**src/rtl/svs_pkg.sv**
```systemverilog
package svs_pkg;
  localparam int POS_W   = 2;
  localparam int STEP_W  = 2;
  localparam logic [1:0] WIDE_STRIDE = 2'b11;

  typedef enum logic [1:0] {
    SLOT_DST = 2'd0,
    SLOT_A   = 2'd1,
    SLOT_B   = 2'd2
  } slot_e;
endpackage

```
**src/rtl/svs_len_decode.sv**
```systemverilog
module svs_len_decode #(
  parameter int IDX_W = 5,
  parameter int LEN_W = 3,
  parameter int STR_W = 2
) (
  input  logic [IDX_W-1:0] dst_idx,
  input  logic [LEN_W-1:0] len_field,
  input  logic [STR_W-1:0] stride_field,
  input  logic             scalar_only,
  output logic [LEN_W-1:0] last_cnt,
  output logic [svs_pkg::STEP_W-1:0] step
);
  localparam int BANK_W = IDX_W - svs_pkg::POS_W;

  logic dst_scalar_bank;

  always_comb begin
    dst_scalar_bank = (dst_idx[IDX_W-1 -: BANK_W] == '0);
    last_cnt = (scalar_only || dst_scalar_bank) ? '0 : len_field;
    step = (stride_field == STR_W'(svs_pkg::WIDE_STRIDE)) ? 2'd2 : 2'd1;
  end
endmodule

```
**src/rtl/svs_index_step.sv**
```systemverilog
module svs_index_step #(
  parameter int IDX_W = 5,
  parameter bit HOLD_IN_BANK0 = 1'b0
) (
  input  logic [IDX_W-1:0] idx,
  input  logic [svs_pkg::STEP_W-1:0] step,
  output logic [IDX_W-1:0] nxt
);
  localparam int POS_W  = svs_pkg::POS_W;
  localparam int BANK_W = IDX_W - POS_W;

  logic [BANK_W-1:0] bank;
  logic [POS_W-1:0]  pos_wrapped;

  always_comb begin
    bank = idx[IDX_W-1 -: BANK_W];
    pos_wrapped = idx[POS_W-1:0] + POS_W'(step);
    if (HOLD_IN_BANK0 && bank == '0)
      nxt = idx;
    else
      nxt = {bank, pos_wrapped};
  end
endmodule

```
**src/rtl/svs_seq.sv**
```systemverilog
module svs_seq #(
  parameter int IDX_W = 5,
  parameter int LEN_W = 3,
  parameter int STR_W = 2,
  parameter int EXC_W = 8
) (
  input  logic             clk,
  input  logic             rst,
  input  logic             start,
  input  logic             op_undef,
  input  logic             scalar_only,
  input  logic [IDX_W-1:0] dst_idx,
  input  logic [IDX_W-1:0] src_a_idx,
  input  logic [IDX_W-1:0] src_b_idx,
  input  logic [LEN_W-1:0] len_field,
  input  logic [STR_W-1:0] stride_field,
  output logic             issue_valid,
  output logic [IDX_W-1:0] issue_dst,
  output logic [IDX_W-1:0] issue_a,
  output logic [IDX_W-1:0] issue_b,
  input  logic [EXC_W-1:0] exc_in,
  output logic             busy,
  output logic             done,
  output logic [EXC_W-1:0] exc_out
);
  import svs_pkg::*;

  localparam int NSLOT  = 3;
  localparam int BANK_W = IDX_W - POS_W;

  logic [LEN_W-1:0]  dec_last;
  logic [STEP_W-1:0] dec_step;

  logic [IDX_W-1:0]  idx_q   [NSLOT];
  logic [IDX_W-1:0]  idx_nxt [NSLOT];
  logic [IDX_W-1:0]  idx_in  [NSLOT];
  logic [LEN_W-1:0]  remain_q;
  logic [STEP_W-1:0] step_q;
  logic [EXC_W-1:0]  acc_q;
  logic              busy_q, valid_q, done_q;
  logic [EXC_W-1:0]  exc_q;
  logic              accept;

  assign accept = start && !busy_q;
  assign idx_in[SLOT_DST] = dst_idx;
  assign idx_in[SLOT_A]   = src_a_idx;
  assign idx_in[SLOT_B]   = src_b_idx;

  svs_len_decode #(.IDX_W(IDX_W), .LEN_W(LEN_W), .STR_W(STR_W)) u_dec (
    .dst_idx      (dst_idx),
    .len_field    (len_field),
    .stride_field (stride_field),
    .scalar_only  (scalar_only),
    .last_cnt     (dec_last),
    .step         (dec_step)
  );

  for (genvar g = 0; g < NSLOT; g++) begin : g_slot
    svs_index_step #(.IDX_W(IDX_W), .HOLD_IN_BANK0(g == int'(SLOT_B))) u_step (
      .idx  (idx_q[g]),
      .step (step_q),
      .nxt  (idx_nxt[g])
    );

    always_ff @(posedge clk) begin
      if (rst)
        idx_q[g] <= '0;
      else if (accept && !op_undef)
        idx_q[g] <= idx_in[g];
      else if (valid_q && remain_q != '0)
        idx_q[g] <= idx_nxt[g];
    end
  end

  always_ff @(posedge clk) begin
    if (rst) begin
      busy_q   <= 1'b0;
      valid_q  <= 1'b0;
      done_q   <= 1'b0;
      remain_q <= '0;
      step_q   <= 2'd1;
      acc_q    <= '0;
      exc_q    <= '0;
    end else begin
      done_q <= 1'b0;
      if (accept) begin
        if (op_undef) begin
          done_q <= 1'b1;
          exc_q  <= '1;
        end else begin
          busy_q   <= 1'b1;
          valid_q  <= 1'b1;
          remain_q <= dec_last;
          step_q   <= dec_step;
          acc_q    <= '0;
        end
      end else if (valid_q) begin
        if (remain_q == '0) begin
          valid_q <= 1'b0;
          busy_q  <= 1'b0;
          done_q  <= 1'b1;
          exc_q   <= acc_q | exc_in;
        end else begin
          remain_q <= remain_q - 1'b1;
          acc_q    <= acc_q | exc_in;
        end
      end
    end
  end

  assign issue_valid = valid_q;
  assign issue_dst   = idx_q[SLOT_DST];
  assign issue_a     = idx_q[SLOT_A];
  assign issue_b     = idx_q[SLOT_B];
  assign busy        = busy_q;
  assign done        = done_q;
  assign exc_out     = exc_q;

  assert_bank_kept_R5: assert property (@(posedge clk) disable iff (rst)
    valid_q && $past(valid_q) |->
      issue_dst[IDX_W-1 -: BANK_W] == $past(issue_dst[IDX_W-1 -: BANK_W]) &&
      issue_a[IDX_W-1 -: BANK_W] == $past(issue_a[IDX_W-1 -: BANK_W]));

  assert_b_fixed_R6: assert property (@(posedge clk) disable iff (rst)
    valid_q && $past(valid_q) && $past(issue_b[IDX_W-1 -: BANK_W]) == '0 |-> $stable(issue_b));

  assert_single_R4: assert property (@(posedge clk) disable iff (rst)
    start && !busy_q && !op_undef && (scalar_only || dst_idx[IDX_W-1 -: BANK_W] == '0)
      |=> valid_q ##1 (done_q && !valid_q));

  assert_undef_R9: assert property (@(posedge clk) disable iff (rst)
    start && !busy_q && op_undef |=> done_q && !valid_q && !busy_q && exc_q == '1);

  assert_issue_busy_R8: assert property (@(posedge clk) disable iff (rst)
    valid_q |-> busy_q);

  assert_done_idle_R8: assert property (@(posedge clk) disable iff (rst)
    done_q |-> !busy_q && !valid_q);
endmodule

```
**config.mk**
```make
export PLATFORM = sky130hd
export DESIGN_NAME = svs_seq
export DESIGN_NICKNAME = d
export VERILOG_FILES = /design/src/rtl/svs_pkg.sv /design/src/rtl/svs_len_decode.sv /design/src/rtl/svs_index_step.sv /design/src/rtl/svs_seq.sv
export SDC_FILE = /design/constraint.sdc
export NUM_CORES = 1
export LEC_CHECK = 0
export BUFFER_PORTS_ARGS = -buffer_cell sky130_fd_sc_hd__buf_2
export CAP_MARGIN = 30
export CORE_ASPECT_RATIO = 0.9
export CORE_MARGIN = 1.5
export CORE_UTILIZATION = 40
export CTS_BUF_LIST = sky130_fd_sc_hd__clkbuf_4
export CTS_CLUSTER_SIZE = 20
export DETAILED_ROUTE_END_ITERATION = 7
export PLACE_DENSITY_LB_ADDON = 0.05
export SLEW_MARGIN = 10
export SYNTH_ARGS = -nofsm -noshare
export SYNTH_HDL_FRONTEND = slang
export SYNTH_SLANG_ARGS = --single-unit
```
**constraint.sdc**
```tcl
create_clock -name clk -period 1.8 [get_ports clk]
set_input_delay 0.36 -clock clk [delete_from_list [all_inputs] [get_ports clk]]
set_output_delay 0.36 -clock clk [all_outputs]
set_load 0.005 [all_outputs]
```
==> flow_summary.toml, run 1 <==
[sta]
worstMarginPinSlew_ns = 0.436
post-route-period-util_pct = 87.9
setup_viol = 0
finalClockSkew_ns = 0.0107
fin_tns_setup_ns = 0
slew_headroom_pct = 70.9
drv_slew = 0
period_needed_ns = 1.58
fin_ws_ns = 0.217
clock.fmax_ghz = 0.632
rsz0062_at_grt = "false"
hold_viol = 0

[global_route]
antenna_found_initial = 0
grt_use_met2_pct = 30.7
use_met1_pct = 21.2
grt_pass1_vias = 1408
grt_pass1_wl_um = 6510
grt_usage_pct = 17.8
grtUsageMet3_pct = 5.60
top_usage_layer = "met2"
overflow = 0
grt_max_degree = 18

[synthesis]
yosysUniqueCellTypes = 40
synth_ff_type = "dfxtp_1"
muxShareOfSynthArea_pct = 0
yosys.area_share.simple_pct = 15.2
yosysSeqAreaShare_pct = 51.1
netlist_area_mm2 = 0.00182
synth-compound-area-share_pct = 20.7
netlist_instances = 156
synth.avg_cell_area_um2 = 11.7
synth_nets = 194
ys_ff_latch = 39
synth_edf_count = 15
ys_warn_count = 0
synth_top_family_by_area = "compound AO/OA/AOI/OAI gates"
synthArstFlopShare_pct = 0
synth_adder_area_share_pct = 3.43
synth_xor_area_share_pct = 3.36

[clock_tree]
cts_setup_buffers = 0
clockBufferDepth = 2
cts_hold_buf = 0
insertion_delay_ns = 0.35
root_buffer = "clkbuf_4"
cts_resized = 0
cts_max_level = 2
cts_sinks = 39
clk_pin_slew_worst_paths_ns = 0.12
cts_tree = "built"
numCtsBuffers = 5

[worst_setup_path]
cpMaxStageDelayCell = "dfxtp_1"
cp_max_fo = 7
critPathCaptureType = "flip-flop"
cp.required_ns = 2.06
cp.arrival_ns = 1.84
crit_type = "reg2reg"
path_cells = "inv_1, ha_1, nand2b_1, buf_4, a31o_2, a211oi_1"
slowest_delay_ns = 0.33
critPathLaunchType = "flip-flop"

[power_and_ir_drop]
p_leak_nw = 0.958
irDropWorstVdd_mv = 0.422
power_density_mw_per_mm2 = 836

[hold_path]
hold_class = "in2reg"

[outcome]
status = "finished, final reports clean"

[detailed_routing]
vias = 1430
wl_per_cell_um = 14.6
drc = 0
viasPerCell = 5.09
antenna_left = 0
drt-total-wl_um = 4100
drtIter0Drc = 33
first_pass_iters = 4

[placement]
place_ws_ns = 0.173
routabilityCongestion = 0.761
place_inst = 273
dp_hpwl_um = 3120
portBuffers = 58

[floorplanning]
rows = 23
die_h_um = 67.0
start_util_pct = 41.4
die-area_mm2 = 0.00497
die_w_um = 74.2
core_mm2 = 0.00440
io_pins = 59

[flow_run]
drv_cap = 0

[layout]
layout-drive-gt1-share_pct = 41.1
diodes = 0
finalNetCount = 256
nFillCells = 438
syn2layout_area_growth_pct = 22.6
fin_cells = 281
fin_util_pct = 50.8
metal layers:
metal / share of wire, % / up-vias / routed length [um]
met1: 43 / 684 / 1760
met4: 0.98 / 0 / 40
li1: - / 708 / -
met5: 0 / - / 0
met2: 51 / 33 / 2100
met3: 4.7 / 5 / 192
cells by family after synthesis:
logic type | after synthesis
and+or+nand+nor | 45
DFF | 39
AOI/OAI and AO/OA | 37
buffers and inverters | 23
xor gates and xnor gates | 7
adders and majority gates | 5
cell usage after synthesis (4+ instances only):
cell type / instances / share of area [%]
a221oi_2: 8 / 6.6
a22o_1: 6 / 2.9
a311oi_1: 4 / 1.9
a41oi_1: 8 / 3.8
and3_1: 9 / 3.1
buf_2: 4 / 1.1
dfxtp_1: 24 / 26
edfxtp_1: 15 / 25
ha_1: 5 / 3.4
inv_1: 12 / 2.5
nor2_1: 18 / 3.7
xnor2_1: 6 / 2.9
where the power goes:
group | total (mW) | internal, mW | switching, mW
clock network | 0.460 | 0.166 | 0.294
registers | 1.02 | 0.982 | 0.0336
logic | 0.393 | 0.180 | 0.213
flip-flops by register name (all words and copies together) (netlist names):
register	count
acc_q	8
busy	1
done	1
exc_out	8
idx_q	15
issue_valid	1
remain_q	3
step_q	2
critical path: cells and delay by family (launching register included):
family | cells | cell delay (ns)
compound gates | 2 | 0.50
flops | 1 | 0.33
buf+inv | 2 | 0.32
fa+ha+maj | 1 | 0.18
simple gates | 1 | 0.17
per-stage QoR:
step	total power [mW]	instance area (um^2)	hold slack, ns
4_1_cts	1.89	2240	0.189
5_1_grt	1.97	2240	0.208
6_report	1.87	2240	0.201
2_1_floorplan	1.28	1820	0.441
3_3_place_gp	1.42	2180	0.447
3_5_place_dp	1.43	2180	0.451
cell usage in the layout (no fill, tap or decap), drive strengths merged:
cell type,count
a211oi,2
a221oi,8
a22o,6
a311oi,4
a31o,2
a31oi,2
a32o,1
a32oi,2
a41oi,8
and2b,1
and3,10
and3b,1
buf,65
clkbuf,6
clkinv,2
clkinvlp,1
dfxtp,24
edfxtp,15
ha,5
inv,12
nand2,3
nand2b,2
nand3,1
nor2,19
nor3,3
nor3b,2
nor4,1
o21a,1
o21ai,1
or2,1
or3,1
xnor2,6
xor2,1
layout make-up:
type	instances	area, um^2	area share (%)
inverter	13	48.8	2.18
clock buffer	6	45.0	2.01
timing repair buffer	65	343	15.3
multi-input combinational	94	778	34.8
tap	62	77.6	3.47
sequential	39	931	41.6
clock inverter	2	12.5	0.560
worst paths after layout:
check / start / to / slack (ns) / cells past startpoint
max: remain_q[0] / remain_q[0] / 0.22 / 6
min: stride_field[1] / step_q[0] / 0.20 / 2
max reg2reg: remain_q[0] / remain_q[0] / 0.22 / 6
min reg2reg: exc_out[4] / exc_out[4] / 0.47 / 2
Power figures use the tool's default switching activity.
==> run 2, diff against run 1 <==
ABC_AREA = 1   (was not set)
==> flow_summary.toml, run 2 <==
[outcome]
status = "finished, final reports clean"

[sta]
worstMarginPinSlew_ns = 0.293
finalClockSkew_ns = 0.0114
hold_viol = 0
post-route-period-util_pct = 81.1
drv_slew = 0
rsz0062_at_grt = "false"
clock.fmax_ghz = 0.685
period_needed_ns = 1.46
fin_tns_setup_ns = 0
setup_viol = 0
slew_headroom_pct = 80.4

[power_and_ir_drop]
irDropWorstVdd_mv = 0.439
switchingPower_mw = 0.505
switching_share_pct = 26.4
comb_power_share_pct = 16.9
power_density_mw_per_mm2 = 830
p_seq_share_pct = 52.9
p_leak_nw = 1.17
clock_power_share_pct = 30.2
p_int_mw = 1.40

[clock_tree]
cts_sinks = 39
cts_tree = "built"
root_buffer = "clkbuf_4"
cts_resized = 0
clk_pin_slew_worst_paths_ns = 0.12
cts_setup_buffers = 0
cts_hold_buf = 0
clockBufferDepth = 2
cts_max_level = 2
insertion_delay_ns = 0.34
numCtsBuffers = 5

[floorplanning]
die-area_mm2 = 0.00512
start_util_pct = 41.9
rows = 23
io_pins = 59
core_mm2 = 0.00449
die_h_um = 68.0
die_w_um = 75.3

[hold_path]
hp-start = "stride_field[1]"
hold_class = "in2reg"

[synthesis]
synth_top_area_cell = "dfxtp_1"
synth_ff_type = "dfxtp_1"
yosysSeqAreaShare_pct = 49.5
yosys-top-cells-count = "60 x nand2_1, 36 x inv_1, 32 x nor2_1"
synth_adder_area_share_pct = 3.33
synth_top_cell_area_share_pct = 25.6
ys_warn_count = 0
synth_xor_area_share_pct = 1.40
synth_nets = 271
netlist_area_mm2 = 0.00188
yosysMostFrequentCell = "nand2_1"
synth_top_family_by_area = "simple AND/OR/NAND/NOR gates"
yosysUniqueCellTypes = 25
yosys.area_share.simple_pct = 27.3
synth.avg_cell_area_um2 = 8.07
synth_edf_count = 15
netlist_instances = 233
yosys-top-cells-area = "dfxtp_1 26%, edfxtp_1 24%, nand2_1 12%"
synth-compound-area-share_pct = 7.92
synthArstFlopShare_pct = 0
ys_ff_latch = 39
muxShareOfSynthArea_pct = 0

[layout]
layout-drive-gt1-share_pct = 28.3
final_cell_mix = "60 x nand2_1, 58 x buf_2, 36 x inv_1"
syn2layout_area_growth_pct = 22.4
top_register = "idx_q"
diodes = 0
finalNetCount = 334
largest_reg_flops = 15
final_common_cell = "nand2_1"
fin_area_mm2 = 0.00230

[worst_setup_path]
cp.arrival_ns = 1.49
cpMaxStageDelayCell = "dfxtp_1"
cp.required_ns = 1.83
startpoint = "remain_q[0]"
critPathLaunchType = "flip-flop"
cpMostUsedCell = "nand2_1"
worst-path-buf-inv = 1
cp_max_fo = 4
path_cells = "inv_1, ha_1, nand2_1, nand2_1, o21ai_0"
reg2reg_from = "remain_q[0]"
slowest_delay_ns = 0.33
worst_path_dominant_cell_family = "flip-flops"
critPathCaptureType = "flip-flop"
crit_type = "reg2reg"

[global_route]
grt_max_degree = 15
grt_usage_pct = 16.7
grt_pass1_wl_um = 6360
grt_pass1_vias = 1525
antenna_found_initial = 0
overflow = 0

[detailed_routing]
drt-total-wl_um = 3680
vias = 1553
drtIter0Drc = 66
viasPerCell = 4.33
wl_per_cell_um = 10.2
drc = 0
first_pass_iters = 3
antenna_left = 0

[placement]
portBuffers = 58
place_area_mm2 = 0.00222
dp_hpwl_um = 2750
routabilityCongestion = 0.718

[flow_run]
drv_cap = 0
-- run 2: changes by cell type after synthesis, moves of 5 or more --
cell and delta:
nand2_1 +57, inv_1 +24, a21oi_1 +16, nor2_1 +14, nand3_1 +12, and3_1 -9, a221oi_2 -8, a41oi_1 -8
a22o_1 -6, inv_2 +5, o21ai_0 +5
-- run 2: cell type report --
cell class | instances | area [um^2]
clock inverters | 3 | 38.8
multi-input cells | 148 | 751
repair buffers | 60 | 305
flip-flops and latches | 39 | 931
well taps | 62 | 77.6
inverters | 42 | 160
fillers | 479 | 2190
clock buffers | 5 | 37.5
-- run 2: metrics by stage --
| stage | hold WS (ns) | total power [mW] | std cells | util, % | setup WS, ns |
|---|---|---|---|---|---|
| 6_report | 0.218 | 1.91 | 359 | 51.3 | 0.340 |
| 5_1_grt | 0.210 | 2.03 | 359 | 51.3 | 0.195 |
| 4_1_cts | 0.202 | 1.94 | 359 | 51.3 | 0.327 |
| 3_5_place_dp | 0.434 | 1.36 | 351 | 49.6 | 0.325 |
| 3_3_place_gp | 0.433 | 1.36 | 351 | 49.6 | 0.345 |
| 2_1_floorplan | 0.426 | 1.24 | 233 | - | 0.464 |
-- run 2: logic make-up (layout without fill, tap and decap cells) --
logic type,count (synthesis),after routing
buf+inv,46,110
xor+xnor,3,3
fa+ha+maj,5,5
compound gates,26,26
flops,39,39
simple gates,114,114
-- run 2: metal layers --
layer  up-vias  track usage, %  part of all wire (%)
li1        848               -                     -
met1       663            20.5                    49
met5         -               0                     0
met2        37            27.4                    44
met3         5            5.45                   5.3
met4         0            6.03                   1.3
-- run 2: power by group through the flow --
| stage | logic (mW) | registers [mW] | clock network (mW) |
|---|---|---|---|
| finish | 0.322 | 1.01 | 0.577 |
| global route | 0.382 | 1.02 | 0.629 |
| CTS | 0.329 | 1.01 | 0.598 |
| detailed placement | 0.327 | 1.03 | 0 |
| global placement | 0.325 | 1.03 | 0 |
| floorplan | 0.199 | 1.04 | 0 |
-- run 2: path summary, 6_finish.rpt --
| check | end | slack [ns] | depth (start not counted) |
|---|---|---|---|
| hold / removal | step_q[0] | 0.22 | 2 |
| hold reg to reg | exc_out[2] | 0.45 | 2 |
| setup / recovery | idx_q[2][1] | 0.34 | 5 |
| setup reg to reg | idx_q[2][1] | 0.34 | 5 |
==> run 3, diff against run 2 <==
clock period = 1.4 ns   (was 1.8 ns; I/O delays follow)
==> flow_summary.toml, run 3 (synthesis results as in run 2) <==
[placement]
dp_hpwl_um = 2740
routabilityCongestion = 0.784
portBuffers = 58

[sta]
hold_ws_ns = 0.131
post-route-period-util_pct = 93.2
clock.fmax_ghz = 0.767
hold_viol = 0
finalClockSkew_ns = 0.0101
drv_slew = 0
worstMarginPinSlew_ns = 0.295
period_needed_ns = 1.30
fin_tns_setup_ns = 0
setup_viol = 0
rsz0062_at_grt = "false"
slew_headroom_pct = 80.3

[detailed_routing]
antenna_left = 0
drc = 0
topRoutingLayerUsed = "met4"
viasPerCell = 4.31
drtIter0Drc = 82
dr_wl_met3_um = 216
first_pass_iters = 4
drt-total-wl_um = 3730
vias = 1573
wl_per_cell_um = 10.2
wl_met1_um = 1800
wl_met2_um = 1670

[clock_tree]
cts_hold_buf = 0
clockBufferDepth = 2
cts_max_level = 2
numCtsBuffers = 5
cts_sinks = 39
insertion_delay_ns = 0.34
clk_pin_slew_worst_paths_ns = 0.11
root_buffer = "clkbuf_4"
cts_tree = "built"

[worst_setup_path]
cp.required_ns = 1.62
critPathCaptureType = "flip-flop"
cp.arrival_ns = 1.52
critPathLaunchType = "flip-flop"
crit_type = "reg2reg"
cp_max_fo = 6

[layout]
diodes = 0
syn2layout_area_growth_pct = 27.8
final_cell_mix = "58 x buf_2, 57 x nand2_1, 34 x inv_1"
final_common_cell = "buf_2"
largest_reg_flops = 15
register_area_um2 = 933
multi_input_area_um2 = 793
finalNetCount = 340
layout-drive-gt1-share_pct = 33.3
nFillCells = 471
top_register = "idx_q"

[power_and_ir_drop]
power_density_mw_per_mm2 = 1060
switching_share_pct = 26.7
p_int_mw = 1.86
irDropWorstVdd_mv = 0.613
p_leak_nw = 1.20
switchingPower_mw = 0.676
comb_power_share_pct = 18.1
p_seq_share_pct = 51.3
clock_power_share_pct = 30.6

[floorplanning]
die-area_mm2 = 0.00512
io_pins = 59
start_util_pct = 41.9
rows = 23
die_w_um = 75.3
die_h_um = 68.0
core_mm2 = 0.00449

[global_route]
grt_pass1_wl_um = 6280
antenna_found_initial = 0
grt_max_degree = 14
grt_pass1_vias = 1457
overflow = 0
grt_usage_pct = 16.5

[outcome]
status = "finished, final reports clean"

[flow_run]
drv_cap = 0

[hold_path]
hold_class = "in2reg"
[run 3: power by group through the flow]
stage | Combinational, mW | Sequential, mW | Clock (mW)
after floorplan | 0.256 | 1.33 | 0
after global placement | 0.438 | 1.32 | 0
after detailed placement | 0.438 | 1.32 | 0
after CTS | 0.441 | 1.30 | 0.801
after global routing | 0.536 | 1.31 | 0.826
final | 0.458 | 1.30 | 0.775
[run 3: per-stage QoR]
stage                     util [%]  worst slack (ns)  instances  instance area, um^2  power [mW]
after global placement        50.4            0.0500        356                 2260        1.76
after global routing          53.5           0.00212        365                 2400        2.68
after CTS                     52.3            0.0143        364                 2350        2.54
after detailed placement      50.4          -0.00982        356                 2260        1.76
final                         53.5            0.0955        365                 2400        2.53
after floorplan                  -            0.0635        233                 1880        1.59
[run 3: what timing repair did]
action,4_1_cts,5_1_grt
resized for setup,1,13
setup buffers,0,1
setup endpoints to repair,5,17
pin swaps,1,5
[run 3: final cells by class]
type / instances / area share [%]
Clock buffer: 6 / 1.88
Clock inverter: 2 / 1.56
Inverter: 42 / 6.67
Multi-Input combinational cell: 148 / 33.0
Sequential cell: 39 / 38.9
Tap cell: 62 / 3.23
Timing Repair Buffer: 66 / 14.7
[run 3: final timing paths]
path              depth (start not counted)     endpoint            start  slack, ns
setup / recovery                          8  idx_q[0][1]      remain_q[1]        0.1
hold / removal                            2    step_q[0]  stride_field[1]       0.13
setup reg to reg                          8  idx_q[0][1]      remain_q[1]        0.1
hold reg to reg                           2   exc_out[3]       exc_out[3]       0.45
[run 3: worst max-delay path, cell delays in order (launching register included)]
cell	delay [ns]
dfxtp_2	0.34
inv_2	0.05
ha_4	0.15
nand2_2	0.09
nand2_2	0.08
buf_6	0.14
nor2_4	0.19
nand3_2	0.09
nand2_1	0.06
[run 3: metal layers]
layer | vias to the layer above | track usage (%)
met1 | 672 | 20.4
met4 | 0 | 6.03
met2 | 36 | 26.5
li1 | 861 | -
met5 | - | 0
met3 | 4 | 5.74
